[src/rtl/vic_pkg.sv]
package vic_pkg;
  parameter int unsigned WORD_W    = 32;
  parameter int unsigned NUM_WORDS = 3;
  parameter int unsigned ADDR_W    = 10;
  localparam int unsigned NUM_SRC  = WORD_W * NUM_WORDS;
  localparam int unsigned SRC_IW   = $clog2(NUM_SRC);

  // offset bits [7:4]
  typedef enum logic [3:0] {
    GRP_CTRL  = 4'h0,
    GRP_PEND  = 4'h1,
    GRP_FPEND = 4'h2,
    GRP_SEL   = 4'h3,
    GRP_EN    = 4'h4,
    GRP_MASK  = 4'h5
  } grp_e;

  // control group word index, offset bits [3:2]
  typedef enum logic [1:0] {
    CTL_VEC  = 2'd0,
    CTL_BASE = 2'd1,
    CTL_PROT = 2'd2,
    CTL_NMI  = 2'd3
  } ctl_e;

  typedef struct packed {
    logic       valid;
    logic [3:0] grp;
    logic [1:0] idx;
  } dec_t;
endpackage

[src/rtl/vic_decode.sv]
module vic_decode
  import vic_pkg::*;
(
  input  logic [ADDR_W-1:0] addr_i,
  output dec_t              dec_o
);
  logic hi_zero;
  logic grp_ok;
  logic idx_ok;

  always_comb begin
    hi_zero = (addr_i[ADDR_W-1:8] == '0) && (addr_i[1:0] == 2'b00);
    grp_ok  = (addr_i[7:4] <= GRP_MASK);
    idx_ok  = (addr_i[7:4] == GRP_CTRL) || (32'(addr_i[3:2]) < NUM_WORDS);
    dec_o.valid = hi_zero && grp_ok && idx_ok;
    dec_o.grp   = addr_i[7:4];
    dec_o.idx   = addr_i[3:2];
  end
endmodule

[src/rtl/vic_pending.sv]
module vic_pending
  import vic_pkg::*;
(
  input  logic               clk_i,
  input  logic               rst_ni,
  input  logic [NUM_SRC-1:0] src_i,
  output logic [NUM_SRC-1:0] pend_o
);
  always_ff @(posedge clk_i or negedge rst_ni) begin
    if (!rst_ni) pend_o <= '0;
    else         pend_o <= src_i;
  end

  a_r1_pend_tracks_src: assert property (@(posedge clk_i) disable iff (!rst_ni)
    1'b1 |=> pend_o == $past(src_i));
endmodule

[src/rtl/vic_resolve.sv]
module vic_resolve
  import vic_pkg::*;
(
  input  logic               clk_i,
  input  logic               rst_ni,
  input  logic [NUM_SRC-1:0] pend_i,
  input  logic [NUM_SRC-1:0] sel_i,
  input  logic [NUM_SRC-1:0] mask_i,
  output logic [NUM_SRC-1:0] fiq_hit_o,
  output logic               irq_o,
  output logic               fiq_o,
  output logic [WORD_W-1:0]  vec_o
);
  logic [NUM_SRC-1:0]   act;
  logic [NUM_WORDS-1:0] word_act;
  logic [SRC_IW-1:0]    first;

  assign act       = pend_i & ~mask_i;
  assign fiq_hit_o = act & sel_i;

  genvar w;
  generate
    for (w = 0; w < NUM_WORDS; w++) begin : g_word
      assign word_act[w] = |act[w*WORD_W +: WORD_W];
    end
  endgenerate

  assign irq_o = |word_act;
  assign fiq_o = |fiq_hit_o;

  // lowest index wins: scan downward, last hit kept
  always_comb begin
    first = '0;
    for (int i = NUM_SRC - 1; i >= 0; i--) begin
      if (act[i]) first = SRC_IW'(i);
    end
    vec_o = irq_o ? (WORD_W'(first) << 2) : '0;
  end

  a_r3_fiq_needs_irq: assert property (@(posedge clk_i) disable iff (!rst_ni)
    fiq_o |-> irq_o);
  a_r4_vec_zero_idle: assert property (@(posedge clk_i) disable iff (!rst_ni)
    !irq_o |-> vec_o == '0);
  a_r4_vec_aligned: assert property (@(posedge clk_i) disable iff (!rst_ni)
    vec_o[1:0] == 2'b00);
endmodule

[src/rtl/vic_regs.sv]
module vic_regs
  import vic_pkg::*;
(
  input  logic               clk_i,
  input  logic               rst_ni,
  input  logic               we_i,
  input  dec_t               dec_i,
  input  logic [WORD_W-1:0]  wdata_i,
  input  logic [NUM_SRC-1:0] pend_i,
  input  logic [NUM_SRC-1:0] fiq_hit_i,
  input  logic [WORD_W-1:0]  vec_i,
  output logic [NUM_SRC-1:0] sel_o,
  output logic [NUM_SRC-1:0] mask_o,
  output logic [WORD_W-1:0]  rdata_o
);
  logic [WORD_W-1:0]  base_q, prot_q, nmi_q;
  logic [NUM_SRC-1:0] fpend_q, sel_q, en_q, mask_q;
  logic               wr;

  assign wr = we_i && dec_i.valid;

  always_ff @(posedge clk_i or negedge rst_ni) begin
    if (!rst_ni) begin
      base_q <= '0;
      prot_q <= '0;
      nmi_q  <= '0;
    end else if (wr && dec_i.grp == GRP_CTRL) begin
      case (ctl_e'(dec_i.idx))
        CTL_BASE: base_q <= {wdata_i[WORD_W-1:2], 2'b00};
        CTL_PROT: prot_q <= wdata_i;
        CTL_NMI:  nmi_q  <= wdata_i;
        default: ;
      endcase
    end
  end

  genvar w;
  generate
    for (w = 0; w < NUM_WORDS; w++) begin : g_word
      logic hit;
      logic [WORD_W-1:0] clr;
      assign hit = wr && (32'(dec_i.idx) == w);
      assign clr = (hit && dec_i.grp == GRP_FPEND) ? wdata_i : '0;

      always_ff @(posedge clk_i or negedge rst_ni) begin
        if (!rst_ni) begin
          fpend_q[w*WORD_W +: WORD_W] <= '0;
          sel_q[w*WORD_W +: WORD_W]   <= '0;
          en_q[w*WORD_W +: WORD_W]    <= '0;
          mask_q[w*WORD_W +: WORD_W]  <= '0;
        end else begin
          // set wins over clear
          fpend_q[w*WORD_W +: WORD_W] <= (fpend_q[w*WORD_W +: WORD_W] & ~clr)
                                         | fiq_hit_i[w*WORD_W +: WORD_W];
          if (hit && dec_i.grp == GRP_SEL)  sel_q[w*WORD_W +: WORD_W]  <= wdata_i;
          if (hit && dec_i.grp == GRP_EN)   en_q[w*WORD_W +: WORD_W]   <= wdata_i;
          if (hit && dec_i.grp == GRP_MASK) mask_q[w*WORD_W +: WORD_W] <= wdata_i;
        end
      end
    end
  endgenerate

  assign sel_o  = sel_q;
  assign mask_o = mask_q;

  always_comb begin
    rdata_o = '0;
    if (dec_i.valid) begin
      unique case (grp_e'(dec_i.grp))
        GRP_CTRL: begin
          case (ctl_e'(dec_i.idx))
            CTL_VEC:  rdata_o = vec_i;
            CTL_BASE: rdata_o = base_q;
            CTL_PROT: rdata_o = prot_q;
            CTL_NMI:  rdata_o = nmi_q;
            default:  rdata_o = '0;
          endcase
        end
        GRP_PEND:  rdata_o = pend_i[dec_i.idx*WORD_W +: WORD_W];
        GRP_FPEND: rdata_o = fpend_q[dec_i.idx*WORD_W +: WORD_W];
        GRP_SEL:   rdata_o = sel_q[dec_i.idx*WORD_W +: WORD_W];
        GRP_EN:    rdata_o = en_q[dec_i.idx*WORD_W +: WORD_W];
        GRP_MASK:  rdata_o = mask_q[dec_i.idx*WORD_W +: WORD_W];
        default:   rdata_o = '0;
      endcase
    end
  end

  a_r11_bad_write_inert: assert property (@(posedge clk_i) disable iff (!rst_ni)
    (we_i && !dec_i.valid) |=> ($stable(sel_q) && $stable(en_q) && $stable(mask_q)
                                && $stable(base_q) && $stable(prot_q) && $stable(nmi_q)));
  a_r7_w1c_word0: assert property (@(posedge clk_i) disable iff (!rst_ni)
    (wr && dec_i.grp == GRP_FPEND && dec_i.idx == 2'd0
     && ((fiq_hit_i[WORD_W-1:0] & wdata_i) == '0))
    |=> ((fpend_q[WORD_W-1:0] & $past(wdata_i) & ~$past(fiq_hit_i[WORD_W-1:0])) == '0));
  a_r8_base_low_zero: assert property (@(posedge clk_i) disable iff (!rst_ni)
    (dec_i.valid && dec_i.grp == GRP_CTRL && dec_i.idx == 2'd1) |-> rdata_o[1:0] == 2'b00);
endmodule

[src/rtl/vec_intc.sv]
module vec_intc
  import vic_pkg::*;
(
  input  logic               clk_i,
  input  logic               rst_ni,
  input  logic [NUM_SRC-1:0] src_i,
  input  logic               we_i,
  input  logic [ADDR_W-1:0]  addr_i,
  input  logic [WORD_W-1:0]  wdata_i,
  output logic [WORD_W-1:0]  rdata_o,
  output logic               irq_o,
  output logic               fiq_o,
  output logic [WORD_W-1:0]  vec_o
);
  dec_t               dec;
  logic [NUM_SRC-1:0] pend, sel, mask, fiq_hit;

  vic_decode u_dec (.addr_i(addr_i), .dec_o(dec));

  vic_pending u_pend (.clk_i(clk_i), .rst_ni(rst_ni), .src_i(src_i), .pend_o(pend));

  vic_resolve u_res (
    .clk_i(clk_i), .rst_ni(rst_ni), .pend_i(pend), .sel_i(sel), .mask_i(mask),
    .fiq_hit_o(fiq_hit), .irq_o(irq_o), .fiq_o(fiq_o), .vec_o(vec_o)
  );

  vic_regs u_regs (
    .clk_i(clk_i), .rst_ni(rst_ni), .we_i(we_i), .dec_i(dec), .wdata_i(wdata_i),
    .pend_i(pend), .fiq_hit_i(fiq_hit), .vec_i(vec_o),
    .sel_o(sel), .mask_o(mask), .rdata_o(rdata_o)
  );

  // vector names an active source
  a_r4_vec_hits_active: assert property (@(posedge clk_i) disable iff (!rst_ni)
    irq_o |-> (pend[vec_o[SRC_IW+1:2]] && !mask[vec_o[SRC_IW+1:2]]));
  a_r2_irq_from_pend: assert property (@(posedge clk_i) disable iff (!rst_ni)
    irq_o |-> (pend != '0));
endmodule

[config.mk]
export PLATFORM = sky130hd
export DESIGN_NAME = vec_intc
export DESIGN_NICKNAME = d
export VERILOG_FILES = /design/src/rtl/vic_pkg.sv /design/src/rtl/vic_decode.sv /design/src/rtl/vic_pending.sv /design/src/rtl/vic_resolve.sv /design/src/rtl/vic_regs.sv /design/src/rtl/vec_intc.sv
export SDC_FILE = /design/constraint.sdc
export NUM_CORES = 1
export LEC_CHECK = 0
export ABC_AREA = 1
export CORE_ASPECT_RATIO = 1.4
export CORE_UTILIZATION = 44
export CTS_BUF_LIST = sky130_fd_sc_hd__clkbuf_8
export DETAILED_ROUTE_END_ITERATION = 10
export GPL_ROUTABILITY_DRIVEN = 1
export PLACE_DENSITY = 0.7
export SLEW_MARGIN = 20
export SYNTH_ARGS = -nofsm -noshare
export SYNTH_HDL_FRONTEND = slang
export SYNTH_SLANG_ARGS = --single-unit
[constraint.sdc]
create_clock -name clk_i -period 7.8 [get_ports clk_i]
set_input_delay 1.56 -clock clk_i [delete_from_list [all_inputs] [get_ports clk_i]]
set_output_delay 1.56 -clock clk_i [all_outputs]
set_load 0.01 [all_outputs]
## Word-level counts from Yosys, hierarchy flattened

Index checks and enable logic that the tools add are counted.

- Register bits: 574

- Muxes and demuxes: 103
- Shift operators: 5
- Order comparisons: 2
- Eq/ne operators: 8
- Reduce and logical (&&, ||, !) cells: 30
- Bitwise operators: 12

Operator list:

| kind | number |
|---|---|
| 7-bit 2-to-1 mux | 96 |
| 96-bit by 8-bit variable part select with 32-bit output | 5 |
| 96-bit bitwise AND | 2 |
| 32-bit case mux with 6 select lines | 1 |
| 96-bit OR reduction | 2 |
| 32-bit 2-to-1 mux | 4 |
| 32-bit case mux with 4 select lines | 1 |
| 32-bit bitwise AND | 3 |
| 32-bit NOT | 3 |
| 96-bit NOT | 1 |
| 32-bit OR | 3 |
| 1-bit logical AND | 20 |
| 9-bit 2-to-1 mux | 1 |
| 4-bit by 2-bit equality test with 1-bit output, second input constant | 2 |
| 4-bit by 3-bit equality test with 1-bit output, second input constant | 2 |
| 2-bit logical NOT | 3 |
| 2-bit AND reduction | 3 |
| 2-bit equality test, second input constant | 2 |
| 4-bit by 1-bit equality test with 1-bit output, second input constant | 1 |
| 4-bit by 3-bit less-or-equal comparator with 1-bit output, second input constant | 1 |
| 4-bit logical NOT | 1 |
| 2-bit by 1-bit equality test with 1-bit output, second input constant | 1 |
| 2-bit < comparator, second input constant | 1 |
| 1-bit logical OR | 1 |

## Longest topological paths before layout

- Depth after elaboration: 102
- Depth in mapped cells: 98

## Cells and area by module

A second synthesis with hierarchy kept.

- Cell total of the unflattened synthesis: 4,070
- Area total of the unflattened synthesis: 29,746.0 µm²

Modules (own cells, without submodules):

| module | area each (µm²) | times used | seq. area each (µm²) | cells an instance |
|---|---|---|---|---|
| vic_regs | 23,543.8 | 1 | 11,961.5 | 3,210 |
| vic_resolve | 3,691.0 | 1 | 0.0 | 743 |
| vic_pending | 2,402.3 | 1 | 2,402.3 | 96 |
| vic_decode | 108.9 | 1 | 0.0 | 21 |

## Least setup slack after synthesis

No wires, ideal clock.

- Kind: flip-flop to output port
- From: reg u_regs.mask_q[95] (netlist: u_regs.mask_o[95])
- To: out rdata_o[2]
- Cell stages (with the launch flop): 98
- Buffers on the path: 0
- Setup slack: 1.554 ns
- Data arrival time: 4.686 ns
- Cell sequence: dfrtp_1 -> nor2_2 -> nand2_1 -> nand2_1 -> nand2_1 -> nand2_1 -> nand2_1 -> nand2_1 -> nand2_1 -> nand2_1 -> nand2_1 -> nand2_1 -> nand2_1 -> nand2_1 -> nand2_1 -> nand2_1 -> nand2_1 -> nand2_1 -> [62 not listed] -> nand2_1 -> nand2_1 -> nand2_1 -> nand2_1 -> nand2_1 -> nand2_1 -> nand2_1 -> nand2_1 -> nand2_1 -> nand2_1 -> nand2_1 -> nand2_1 -> nand2_1 -> nand2_1 -> nand2_1 -> nand2_1 -> nand3_2 -> a21oi_2

- Word-level cells in the longest chain between the ends: 102

Ends and longest elaborated chain:

| what | RTL line | text |
|---|---|---|
| start: declaration | vic_regs.sv:17 | `logic [NUM_SRC-1:0] fpend_q, sel_q, en_q, mask_q;` |
| start signal: indexed assignment | vic_regs.sv:57 | `if (hit && dec_i.grp == GRP_MASK) mask_q[w*WORD_W +: WORD_W] <= wdata_i;` |
| 96-bit NOT (*) | vic_resolve.sv:18 | `assign act = pend_i & ~mask_i;` |
| 96-bit bitwise AND (*) | vic_resolve.sv:18 |  |
| 7-bit 2-to-1 mux (96 in series) | vic_resolve.sv:35 | `if (act[i]) first = SRC_IW'(i);` |
| 9-bit 2-to-1 mux (*) | vic_resolve.sv:37 | `vec_o = irq_o ? (WORD_W'(first) << 2) : '0;` |
| 32-bit case mux with 4 select lines (*) | vic_regs.sv:71 | `case (ctl_e'(dec_i.idx))` |
| 32-bit case mux with 6 select lines (*) | vic_regs.sv:69 | `unique case (grp_e'(dec_i.grp))` |
| 32-bit 2-to-1 mux (*) | vic_regs.sv:68 | `if (dec_i.valid) begin` |
| end: declaration | vec_intc.sv:10 | `output logic [WORD_W-1:0] rdata_o,` |

Every way passes the cells marked *; elsewhere a longest branch is shown, timed or not.

## Final worst setup path

Same ends and word-level chain as after synthesis.

==> impl_metrics.json <==
{
  "synthXorXnorAreaFrac_pct": 0,
  "routabilityCongestion": 0.971,
  "cp-end-kind": "primary output",
  "synth_top_area_share_pct": 53.5,
  "fmax_mhz": 124,
  "synth_cell_type_count": 43,
  "vias_per_cell": 5.62,
  "cts_tree": "yes",
  "clock_skew_ps": 38.0,
  "drive_above_1_share_pct": 8.30,
  "yosysWarnings": 0,
  "crit_path_start_kind": "register",
  "crit_fanout": 2,
  "die-area_um2": 62000,
  "synth-compound-area-share_pct": 20.3,
  "root_buffer": "clkbuf_8",
  "arrival_ps": 6510,
  "critPathRequiredTime_ps": 6240,
  "layout.cells.non_filler": 4293,
  "crit_type": "reg2out",
  "power_density_nw_per_um2": 198,
  "min_from": "u_regs.nmi_q[3]$_DFFE_PN0P_",
  "vdd_drop_max_v": 0.000143,
  "r2r-start": "u_pend.pend_o[0]$_DFF_PN0_",
  "worst_pin_slew_ps": 1110,
  "die_width_um": 211,
  "cts.path.max_buffers": 3,
  "synthSimpleGateAreaFrac_pct": 16.6,
  "io_buffer_count": 181,
  "critPathMaxStageDelay_ps": 390,
  "drv_cap": 0,
  "hold_viol_final": 0,
  "synthMuxAreaShare_pct": 0,
  "cp_common_cell": "nand2_1",
  "slew_viol_final": 0,
  "synth_top_family_by_area": "compound AO/OA/AOI/OAI gates",
  "place_area_um2": 29600,
  "wl_mm": 94.8,
  "boundaryPins": 207,
  "violations": "setup timing",
  "startpoint": "u_regs.mask_o[95]$_DFFE_PN0P_",
  "synth_top_area_cell": "dfrtp_1",
  "vias": 24100,
  "routedWlPerCell_um": 22.1,
  "hold_path_depth": 2,
  "fin_ws_ps": -270,
  "core_area_um2": 59900,
  "globalRoute.totalOverflow": 0,
  "rsz0062_at_grt": "true",
  "synth_seq_area_share_pct": 53.5,
  "synth_adder_area_share_pct": 0,
  "fp.dieH_um": 294,
  "max_slew_margin_pct": 23.8,
  "grt_usage_pct": 31.0,
  "ant_nets": 0,
  "p_total_w": 0.00624,
  "placementRows": 106,
  "setup_violations": 2,
  "cpMaxStageDelayCell": "dfrtp_1",
  "reg2reg_depth": 4,
  "postSynthCellCount": 3244,
  "path_clk_slew_ps": 60,
  "final.setup.tns_ps": -535,
  "final_core_util_pct": 52.6,
  "start_util_pct": 44.8,
  "period_minus_slack_ps": 8070,
  "synth_seq_cells": 574,
  "finalCritPeriodShare_pct": 103,
  "areaGrowthSynthToFinish_pct": 17.6,
  "grt_pass1_vias": 23500,
  "numCtsBuffers": 93,
  "async_flop_share_pct": 100,
  "p_leak_nw": 14.5,
  "synth-main-ff-cell": "dfrtp_1",
  "synth_edf_count": 0,
  "drc": 0,
  "dp_cells": 4132,
  "htreeDepth": 3,
  "synth_area_um2": 26800,
  "synth_area_per_cell_um2": 8.27,
  "grt_max_degree": 147,
  "drt_iter0_drc": 2304,
  "clock_sinks": 574,
  "hpwlAfterDp_mm": 65.9,
  "antenna_found_initial": 4,
  "grt_first_pass_wirelength_mm": 142,
  "yosys-top-cells-area": "dfrtp_1 54%, nand2_1 12%, o21ai_0 11%",
  "drtPass1Iterations": 6,
  "hp-class": "reg2reg",
  "nets": 3560,
  "insertion_delay_ps": 720,
  "stdcell_area_um2": 31500,
  "status": "complete, but fails checks"
}
==> kinds of logic (layout without fill, tap and decap cells) <==
kind of cell / count (synthesis) / in the layout
AOI/OAI and AO/OA: 936 / 936
buffers and inverters: 615 / 829
DFF: 574 / 574
other: 1 / 26
and+or+nand+nor: 1118 / 1118
==> cell usage in the layout (no fill, tap or decap), types with 10 or more instances in the layout <==
master / n
a211oi_1: 32
a21oi_1: 59
a221oi_1: 39
a22o_1: 39
a31oi_1: 19
buf_4: 65
bufinv_8: 11
clkbuf_8: 120
clkdlybuf4s50_1: 176
conb_1: 25
dfrtp_1: 574
inv_1: 412
inv_2: 12
nand2_1: 824
nand2_2: 10
nand2_4: 12
nand3_1: 25
nand4_1: 26
nor2_1: 182
nor2_2: 10
nor2_4: 11
o2111ai_1: 18
o211ai_1: 47
o21ai_0: 584
o22ai_1: 71
==> stage by stage <==
stage / setup WS [ps] / hold slack [ps]
2_1_floorplan: 1550 / 453
3_3_place_gp: 3.13 / 466
3_5_place_dp: 102 / 473
4_1_cts: -169 / 487
5_1_grt: -1100 / 501
6_report: -270 / 485
==> worst max-delay path: cells and delay by family, from the launching register on <==
kind            cells  cell delay (ps)
compound gates      1              130
buf+inv             1              130
flops               1              390
simple gates       96             5170
==> layout make-up <==
cell class	instances	area [um2]
Fill cell	5740	28400
Sequential cell	574	14400
Multi-Input combinational cell	2079	10100
Timing Repair Buffer	252	2420
Inverter	419	1740
Clock buffer	120	1650
Tap cell	810	1010
Clock inverter	38	220
Antenna cell	1	2.50
==> sequential cells by signal (all words and copies together) (netlist names) <==
signal,flops
u_pend.pend_o,96
u_regs.base_q,30
u_regs.en_q,96
u_regs.fpend_q,96
u_regs.mask_o,96
u_regs.nmi_q,32
u_regs.prot_q,32
u_regs.sel_o,96
==> routing by layer <==
layer  track usage (%)  share of wire [%]  routed length (um)  up-vias
li1                  -                  -                   -    11000
met1              35.7                 36               34100    11500
met2              50.6                 47               45000     1278
met3              5.88                8.0                7580      329
met4              24.2                8.6                8170        6
met5                 0              0.038                  36        -
==> synth_stat cells (all sizes together) (2+ instances only) <==
cell type,n
a2111oi,2
a211oi,32
a21oi,61
a221o,8
a221oi,39
a22o,39
a31oi,19
buf,28
bufinv,11
clkbuf,167
clkinv,5
dfrtp,574
inv,402
nand2,847
nand3,28
nand4,26
nor2,203
nor3,8
nor4,3
o2111ai,18
o211ai,47
o21ai,587
o21bai,2
o22ai,71
o311ai,8
o31ai,3
or4,2
==> worst paths after layout <==
kind | slack [ps] | end
worst max-delay path | -270 | rdata_o[2]
worst min-delay path | 480 | u_regs.nmi_q[3]$_DFFE_PN0P_
worst max register to register | 6440 | u_regs.fpend_q[0]$_DFF_PN0_
worst min register to register | 480 | u_regs.nmi_q[3]$_DFFE_PN0P_
max in group asynchronous | 5470 | u_pend.pend_o[72]$_DFF_PN0_
min in group asynchronous | 860 | u_pend.pend_o[39]$_DFF_PN0_
==> power breakdown <==
part	leakage (nW)	internal [W]	switching (W)
Sequential	6.26	0.00302	0.0000285
Combinational	7.15	0.000166	0.000374
Clock	1.05	0.00141	0.00124
Total	14.5	0.00460	0.00165
==> what timing repair did <==
item | 4_1_cts | 5_1_grt
resized for setup | 13 | 9
setup buffers | 1 | 1
pin swaps | 1 | 3
hold endpoints to repair | 0 | 0
endpoints found under the setup margin | 2 | 4
hold buffers | 0 | 0
No activity file was read; power rests on OpenSTA's default activity.
